--- src/rtl/mdrop_pkg.sv ---
package mdrop_pkg;

  typedef enum logic [1:0] {
    EV_NONE      = 2'd0,
    EV_DATA      = 2'd1,
    EV_ADDR_HIT  = 2'd2,
    EV_ADDR_MISS = 2'd3
  } rx_event_e;

  // Classify one received character from its strobe, flag and compare result.
  function automatic rx_event_e classify(input logic valid, input logic flag,
                                         input logic same);
    if (!valid)      return EV_NONE;
    else if (!flag)  return EV_DATA;
    else if (same)   return EV_ADDR_HIT;
    else             return EV_ADDR_MISS;
  endfunction

endpackage

--- src/rtl/mdrop_rx_classify.sv ---
module mdrop_rx_classify
  import mdrop_pkg::*;
#(
  parameter int DATA_W = 8
) (
  input  logic              rx_valid,
  input  logic [DATA_W:0]   rx_frame,
  input  logic [DATA_W-1:0] node_addr,
  output rx_event_e         ev,
  output logic [DATA_W-1:0] char_byte
);

  localparam int FLAG_POS = DATA_W;

  logic flag_bit;
  logic same_addr;

  assign flag_bit  = rx_frame[FLAG_POS];
  assign char_byte = rx_frame[DATA_W-1:0];
  assign same_addr = (char_byte == node_addr);
  assign ev        = classify(rx_valid, flag_bit, same_addr);

endmodule

--- src/rtl/mdrop_filter_state.sv ---
module mdrop_filter_state
  import mdrop_pkg::*;
(
  input  logic      clk,
  input  logic      rst_n,
  input  rx_event_e ev,
  input  logic      rearm,
  output logic      filter_on,
  output logic      deliver,
  output logic      hit
);

  logic filter_q;
  logic filter_nxt;

  always_comb begin
    filter_nxt = filter_q;
    deliver    = 1'b0;
    hit        = 1'b0;
    case (ev)
      EV_ADDR_HIT: begin
        filter_nxt = 1'b0;
        deliver    = 1'b1;
        hit        = 1'b1;
      end
      EV_ADDR_MISS: begin
        filter_nxt = 1'b1;
        deliver    = 1'b1;
      end
      EV_DATA: begin
        if (rearm) filter_nxt = 1'b1;
        else       deliver    = ~filter_q;
      end
      default: begin
        if (rearm) filter_nxt = 1'b1;
      end
    endcase
  end

  always_ff @(posedge clk or negedge rst_n) begin
    if (!rst_n) filter_q <= 1'b1;
    else        filter_q <= filter_nxt;
  end

  assign filter_on = filter_q;

endmodule

--- src/rtl/mdrop_tx_frame.sv ---
module mdrop_tx_frame #(
  parameter int DATA_W       = 8,
  parameter bit FLAG_IN_STOP = 1'b0
) (
  input  logic              clk,
  input  logic              rst_n,
  input  logic              tx_req,
  input  logic              tx_is_addr,
  input  logic [DATA_W-1:0] tx_byte,
  output logic              tx_valid,
  output logic [DATA_W:0]   tx_frame,
  output logic              tx_stop2
);

  always_ff @(posedge clk or negedge rst_n) begin
    if (!rst_n) begin
      tx_valid <= 1'b0;
      tx_frame <= '0;
    end else begin
      tx_valid <= tx_req;
      if (tx_req) tx_frame <= {tx_is_addr, tx_byte};
    end
  end

  generate
    if (FLAG_IN_STOP) begin : g_stop_flag
      assign tx_stop2 = 1'b1;
    end else begin : g_ninth_bit
      assign tx_stop2 = 1'b0;
    end
  endgenerate

endmodule

--- src/rtl/mdrop_rx_filter.sv ---
module mdrop_rx_filter
  import mdrop_pkg::*;
#(
  parameter int DATA_W       = 8,
  parameter bit FLAG_IN_STOP = 1'b0
) (
  input  logic              clk,
  input  logic              rst_n,
  input  logic              rx_valid,
  input  logic [DATA_W:0]   rx_frame,
  input  logic [DATA_W-1:0] node_addr,
  input  logic              rearm,
  output logic              out_valid,
  output logic [DATA_W-1:0] out_data,
  output logic              out_is_addr,
  output logic              addr_match,
  output logic              filter_on,
  input  logic              tx_req,
  input  logic              tx_is_addr,
  input  logic [DATA_W-1:0] tx_byte,
  output logic              tx_valid,
  output logic [DATA_W:0]   tx_frame,
  output logic              tx_stop2
);

  rx_event_e         rx_ev;
  logic [DATA_W-1:0] char_byte;
  logic              deliver_w;
  logic              hit_w;

  mdrop_rx_classify #(.DATA_W(DATA_W)) u_classify (
    .rx_valid  (rx_valid),
    .rx_frame  (rx_frame),
    .node_addr (node_addr),
    .ev        (rx_ev),
    .char_byte (char_byte)
  );

  mdrop_filter_state u_state (
    .clk       (clk),
    .rst_n     (rst_n),
    .ev        (rx_ev),
    .rearm     (rearm),
    .filter_on (filter_on),
    .deliver   (deliver_w),
    .hit       (hit_w)
  );

  always_ff @(posedge clk or negedge rst_n) begin
    if (!rst_n) begin
      out_valid   <= 1'b0;
      out_data    <= '0;
      out_is_addr <= 1'b0;
      addr_match  <= 1'b0;
    end else begin
      out_valid  <= deliver_w;
      addr_match <= hit_w;
      if (deliver_w) begin
        out_data    <= char_byte;
        out_is_addr <= (rx_ev != EV_DATA);
      end
    end
  end

  mdrop_tx_frame #(.DATA_W(DATA_W), .FLAG_IN_STOP(FLAG_IN_STOP)) u_tx (
    .clk        (clk),
    .rst_n      (rst_n),
    .tx_req     (tx_req),
    .tx_is_addr (tx_is_addr),
    .tx_byte    (tx_byte),
    .tx_valid   (tx_valid),
    .tx_frame   (tx_frame),
    .tx_stop2   (tx_stop2)
  );

endmodule

--- config.mk ---
export PLATFORM = sky130hd
export DESIGN_NAME = mdrop_rx_filter
export DESIGN_NICKNAME = d
export VERILOG_FILES = /design/src/rtl/mdrop_pkg.sv /design/src/rtl/mdrop_rx_classify.sv /design/src/rtl/mdrop_filter_state.sv /design/src/rtl/mdrop_tx_frame.sv /design/src/rtl/mdrop_rx_filter.sv
export SDC_FILE = /design/constraint.sdc
export NUM_CORES = 1
export LEC_CHECK = 0
export ABC_AREA = 1
export BUFFER_PORTS_ARGS = -buffer_cell sky130_fd_sc_hd__buf_2
export CAP_MARGIN = 10
export CORE_MARGIN = 2
export CORE_UTILIZATION = 47
export CTS_CLUSTER_SIZE = 14
export DETAILED_ROUTE_END_ITERATION = 8
export GPL_ROUTABILITY_DRIVEN = 0
export PLACE_DENSITY_LB_ADDON = 0.12
export SYNTH_ARGS = -nofsm -noshare
export SYNTH_HDL_FRONTEND = slang
export SYNTH_SLANG_ARGS = --single-unit
export TNS_END_PERCENT = 100
--- constraint.sdc ---
create_clock -name clk -period 1.92 [get_ports clk]
set_input_delay 0.192 -clock clk [delete_from_list [all_inputs] [get_ports clk]]
set_output_delay 0.192 -clock clk [all_outputs]
set_load 0.1 [all_outputs]
==> flow_summary.toml, run 1 <==
[critical_path]
worst_r2r_path_depth = 3
r2r_end = "out_data[6]"
critPathArrivalTime_ps = 1330
path_max_fanout = 4
crit_required_ps = 1730
path_cells = "buf_2"
path_delay_family = "flip-flops"
critPathKind = "register to output pin"
r2r_slack_ps = 880
cp-end-kind = "output pin"
crit_buf_inv = 1
worst_r2r_startpoint = "u_state.filter_on"
slowest_delay_ps = 590
cpMaxStageDelayCell = "dfstp_2"
setup.worst_path.start_class = "register"

[finish]
n_antenna_cell = 0
nets = 200
multi_input_area_um2 = 409.1
fillers = 202
drive_above_1_share = 0.4167
syn_to_final_growth_pct = 30.42
seq_area_um2 = 551.8

[yosys]
synth_common_cells = "dfrtp_1 (21), nand2_1 (21), inv_1 (15), nor2_1 (15), mux2_2 (9)"
ys.flop_type = "dfrtp_1"
synth.area.top_cells = "dfrtp_1 (50%), mux2_2 (9.7%), nand2_1 (7.5%), inv_1 (5.4%), nor2_1 (5.4%)"
syn_avg_cell_area_um2 = 9.164
yosysUniqueCellTypes = 21
synthCells = 114
syn_area_mm2 = 0.001045
yosys_warnings = 0
syn_nets = 145
ys_seq_elements = 22
synth_edf_count = 0
async_flop_share = 1.000
synth_seq_area_share = 0.5281
synth_top_area_cell = "dfrtp_1"
synth_top_area_frac = 0.5030

[grt]
first_global_vias = 824
antenna_found_initial = 0
grt_pass1_wl_um = 3153
grt_max_degree = 23
grt.total_usage = 0.1649
grt_overflow = 0

[clocking]
cts_setup_buffers = 0
cts_max_path_buffers = 2
cts_buffers = 3
htree_levels = 1
cts_sinks = 22
worstSkewPairLatency_ps = 300
cts_resized = 0
cts_root_buffer = "clkbuf_4"
clk_pin_slew_ps = 120
cts_tree = "built"

[placement]
dp_hpwl_um = 1657
io_buffers = 52

[detailed_routing]
wl_per_cell_um = 10.21
drc = 0
routed_wl_um = 2001
viasPerCell = 4.658
ant_nets = 0
vias = 913
first_pass_iters = 4
drt-initial-drc-count = 10

[flow_run]
drv_cap = 0

[worst_hold_path]
min_path_type = "input pin to register"
holdPathStages = 2
hold_end = "u_tx.tx_frame[2]"
min_from = "tx_byte[2]"

[outcome]
status = "finished, final reports clean"

[power_and_ir_drop]
p_per_area_mw_per_mm2 = 954.6
p_total_mw = 1.301
leakagePower_nw = 0.7179
ir_drop_mv = 0.4643

[floorplanning]
core_area_mm2 = 0.002148
row_count = 17
dieArea_mm2 = 0.002616
die_height_um = 51.15
die_x_um = 51.15
pin_count = 54
start_util = 0.4863

[timing]
fin_tns_setup_ps = 0
post-route-period-util = 0.7912
hold_viol_final = 0
setup_viol = 0
min_period_ps = 1519
fin_skew_ps = 7.621
slew_violations = 0
max_freq_mhz = 658.3
rsz0062_at_grt = "no"
-- worst max-delay path by stage --
stage | from | to | slack (ps) | cells after the start
2_1_floorplan | u_state.filter_on | out_data[3] | 520 | 4
5_1_grt | u_state.filter_on | filter_on | 360 | 1
3_3_place_gp | u_state.filter_on | filter_on | 750 | 1
6_report | u_state.filter_on | filter_on | 400 | 1
3_5_place_dp | u_state.filter_on | filter_on | 740 | 1
4_1_cts | u_state.filter_on | filter_on | 390 | 1
-- power by group --
part | total [mW] | internal [mW] | switching (mW)
Sequential | 0.525 | 0.506 | 0.0190
Clock | 0.246 | 0.116 | 0.131
Combinational | 0.529 | 0.0990 | 0.430
Total | 1.30 | 0.721 | 0.580
-- per-stage QoR --
step,setup slack [ps],util,hold WS [ps],cells,instance area [µm²]
2_1_floorplan,521.4,-,-103.6,114,1045
3_3_place_gp,747.7,0.6127,172.0,191,1316
3_5_place_dp,739.6,0.6127,179.0,191,1316
4_1_cts,388.1,0.6342,108.4,196,1363
5_1_grt,357.5,0.6342,104.9,196,1363
6_report,400.9,0.6342,113.8,196,1363
-- final cells by class --
cell class                      count  area share
Sequential cell                    22      0.4050
Multi-Input combinational cell     73      0.3003
Clock buffer                        4     0.02663
Tap cell                           28     0.02571
Inverter                           16     0.04408
Timing Repair Buffer               53      0.1983
-- what timing repair did --
action	CTS	global route
hold buffers	1	0
hold endpoints to repair	21	0
setup endpoints to repair	0	0
-- routing by layer --
layer | wire (µm) | up-vias | track usage
met5 | 0 | - | 0
met2 | 992 | 39 | 0.3160
li1 | - | 465 | -
met4 | 27 | 0 | 0.09459
met3 | 165 | 2 | 0.02339
met1 | 815 | 407 | 0.1670
-- layout by cell type, fill, tap and decap left out, drive strengths merged --
cell type / Yosys / final
buf: 3 / 52
nand2: 23 / 23
dfrtp: 21 / 21
inv: 15 / 15
nor2: 15 / 15
mux2: 9 / 9
o21ai: 9 / 9
a21oi: 7 / 7
xnor2: 4 / 4
clkbuf: 0 / 4
nand3: 3 / 3
nand4: 1 / 1
clkinv: 1 / 1
nor3: 1 / 1
conb: 1 / 1
dlygate4sd3: 0 / 1
dfstp: 1 / 1
-- registers in the layout, indices dropped and copies added (netlist names) --
| register | flops |
|---|---|
| addr_match | 1 |
| out_data | 8 |
| out_is_addr | 1 |
| out_valid | 1 |
| u_state.filter_on | 1 |
| u_tx.tx_frame | 9 |
| u_tx.tx_valid | 1 |
-- logic make-up after synthesis --
group / synth area share
buffers and inverters: 0.08023
other: 0.003589
AOI/OAI and AO/OA: 0.09102
DFF: 0.5281
and+or+nand+nor: 0.1665
xor gates and xnor gates: 0.03353
muxes: 0.09701
Power figures use the tool's default switching activity.
==> run 2, diff against run 1 <==
--- a/config.mk
+++ b/config.mk
@@ -9,7 +9,7 @@
 export BUFFER_PORTS_ARGS = -buffer_cell sky130_fd_sc_hd__buf_2
 export CAP_MARGIN = 10
 export CORE_MARGIN = 2
-export CORE_UTILIZATION = 47
+export CORE_UTILIZATION = 44
 export CTS_CLUSTER_SIZE = 14
 export DETAILED_ROUTE_END_ITERATION = 8
 export GPL_ROUTABILITY_DRIVEN = 0
==> constraint.sdc (replaced) <==
create_clock -name clk -period 1.6 [get_ports clk]
set_input_delay 0.16 -clock clk [delete_from_list [all_inputs] [get_ports clk]]
set_output_delay 0.16 -clock clk [all_outputs]
set_load 0.1 [all_outputs]
==> flow_summary.toml, run 2 (synthesized netlist as in run 1, its figures left out) <==
[outcome]
status = "finished, final reports clean"

[critical_path]
critPathKind = "register to output pin"
worst_r2r_startpoint = "u_state.filter_on"
cp-end-kind = "output pin"
path_cells = "buf_2"
crit_end = "filter_on"
cpMaxStageDelayCell = "dfstp_2"
setup.worst_path.start_class = "register"
cp_num_cells = 1
crit_required_ps = 1440
worst_r2r_path_depth = 3
r2r_end = "out_data[5]"
r2r_slack_ps = 540
crit_start = "u_state.filter_on"
crit_buf_inv = 1
critPathArrivalTime_ps = 1320
path_delay_family = "flip-flops"
path_max_fanout = 4
slowest_delay_ps = 590

[timing]
holdWs_ps = 85.15
hold_viol_final = 0
fin_skew_ps = 3.360
setup_viol = 0
post-route-period-util = 0.9230
fin_tns_setup_ps = 0
min_period_ps = 1477
max_freq_mhz = 677.1
rsz0062_at_grt = "no"
slew_violations = 0

[power_and_ir_drop]
leakagePower_nw = 0.7249
pwr-share-clk = 0.246
p_sw_frac = 0.4152
p_per_area_mw_per_mm2 = 1215
netSwitchingPower_mw = 0.6953
power.share.sequential = 0.376
internal_power_mw = 0.9794
comb_power_share = 0.378
ir_drop_mv = 0.5514

[clocking]
cts_sinks = 22
cts_tree = "built"
cts_max_path_buffers = 2
htree_levels = 1
cts_resized = 0
clk_pin_slew_ps = 120
cts_root_buffer = "clkbuf_4"
worstSkewPairLatency_ps = 300
cts_buffers = 3

[detailed_routing]
ant_nets = 0
wl_per_cell_um = 9.694
drt-initial-drc-count = 5
routed_wl_um = 1900
first_pass_iters = 2
viasPerCell = 4.536
drc = 0
vias = 889

[grt]
grt_pass1_wl_um = 2953
first_global_vias = 804
grt_max_degree = 23
antenna_found_initial = 0
grt_overflow = 0
grt.total_usage = 0.1490

[finish]
layout_commonest_cell = "buf_2"
nets = 200
syn_to_final_growth_pct = 31.98
reg.largest.list = "u_tx.tx_frame (9), out_data (8)"
regMostFlops = "u_tx.tx_frame"
largest_register_ffs = 9
n_antenna_cell = 0
fillers = 208
layout_common_cells = "buf_2 (52), nand2_1 (21), dfrtp_1 (21)"
multi_input_area_um2 = 409.1
drive_above_1_share = 0.4167
seq_area_um2 = 551.8

[floorplanning]
die_x_um = 52.73
row_count = 17
pin_count = 54
die_height_um = 52.73
core_area_mm2 = 0.002233
start_util = 0.4678
dieArea_mm2 = 0.002780

[placement]
io_buffers = 52
dp_hpwl_um = 1611

[flow_run]
drv_cap = 0

[worst_hold_path]
min_path_type = "input pin to register"
==> run 2: cell count changes in the layout (fill, tap and decap cells not counted), sizes merged <==
cell    change
bufinv      +1
clkbuf      -1
==> run 2: worst min-delay path by stage <==
stage	startpoint	to	slack [ps]	cells after the start
after floorplan	rst_n	addr_match	-140	0
after CTS	tx_byte[4]	u_tx.tx_frame[4]	80	2
after global routing	tx_req	u_tx.tx_valid	60	1
after detailed placement	rst_n	u_tx.tx_frame[5]	140	1
final	tx_req	u_tx.tx_valid	90	1
after global placement	rst_n	u_tx.tx_frame[5]	140	1
==> run 2: power by group through the flow <==
stage	logic [mW]	clock network, mW	registers [mW]
4_1_cts	0.638	0.422	0.631
3_5_place_dp	0.636	0	0.643
5_1_grt	0.664	0.451	0.637
3_3_place_gp	0.628	0	0.640
2_1_floorplan	0.118	0	1.03
6_report	0.633	0.412	0.630
==> run 2: area by class of cell <==
cell class | count | area share
tap | 28 | 0.02541
multi-input combinational | 73 | 0.2967
clock buffer | 3 | 0.01633
timing repair buffer | 53 | 0.1960
clock inverter | 1 | 0.02178
sequential | 22 | 0.4002
inverter | 16 | 0.04356
==> run 2: per-stage QoR <==
stage	power, mW	setup slack (ps)	std cells	util	area, µm²
after floorplan	1.150	201.4	114	-	1045
after global placement	1.268	458.6	191	0.5894	1316
after detailed placement	1.278	456.1	191	0.5894	1316
after CTS	1.692	111.1	196	0.6174	1379
after global routing	1.751	76.00	196	0.6174	1379
final	1.675	123.1	196	0.6174	1379
==> run 2: per-layer routing <==
metal / vias up / global-route usage / wire length (µm)
li1: 463 / - / -
met1: 390 / 0.1486 / 822
met2: 34 / 0.2833 / 929
met3: 2 / 0.02857 / 129
met4: 0 / 0.08120 / 19
met5: - / 0 / 0
==> run 2: what timing repair did <==
action                     in CTS  in global routing
setup endpoints to repair       0                  0
setup buffers                   0                  0
hold endpoints to repair       21                  0
hold buffers                    1                  0
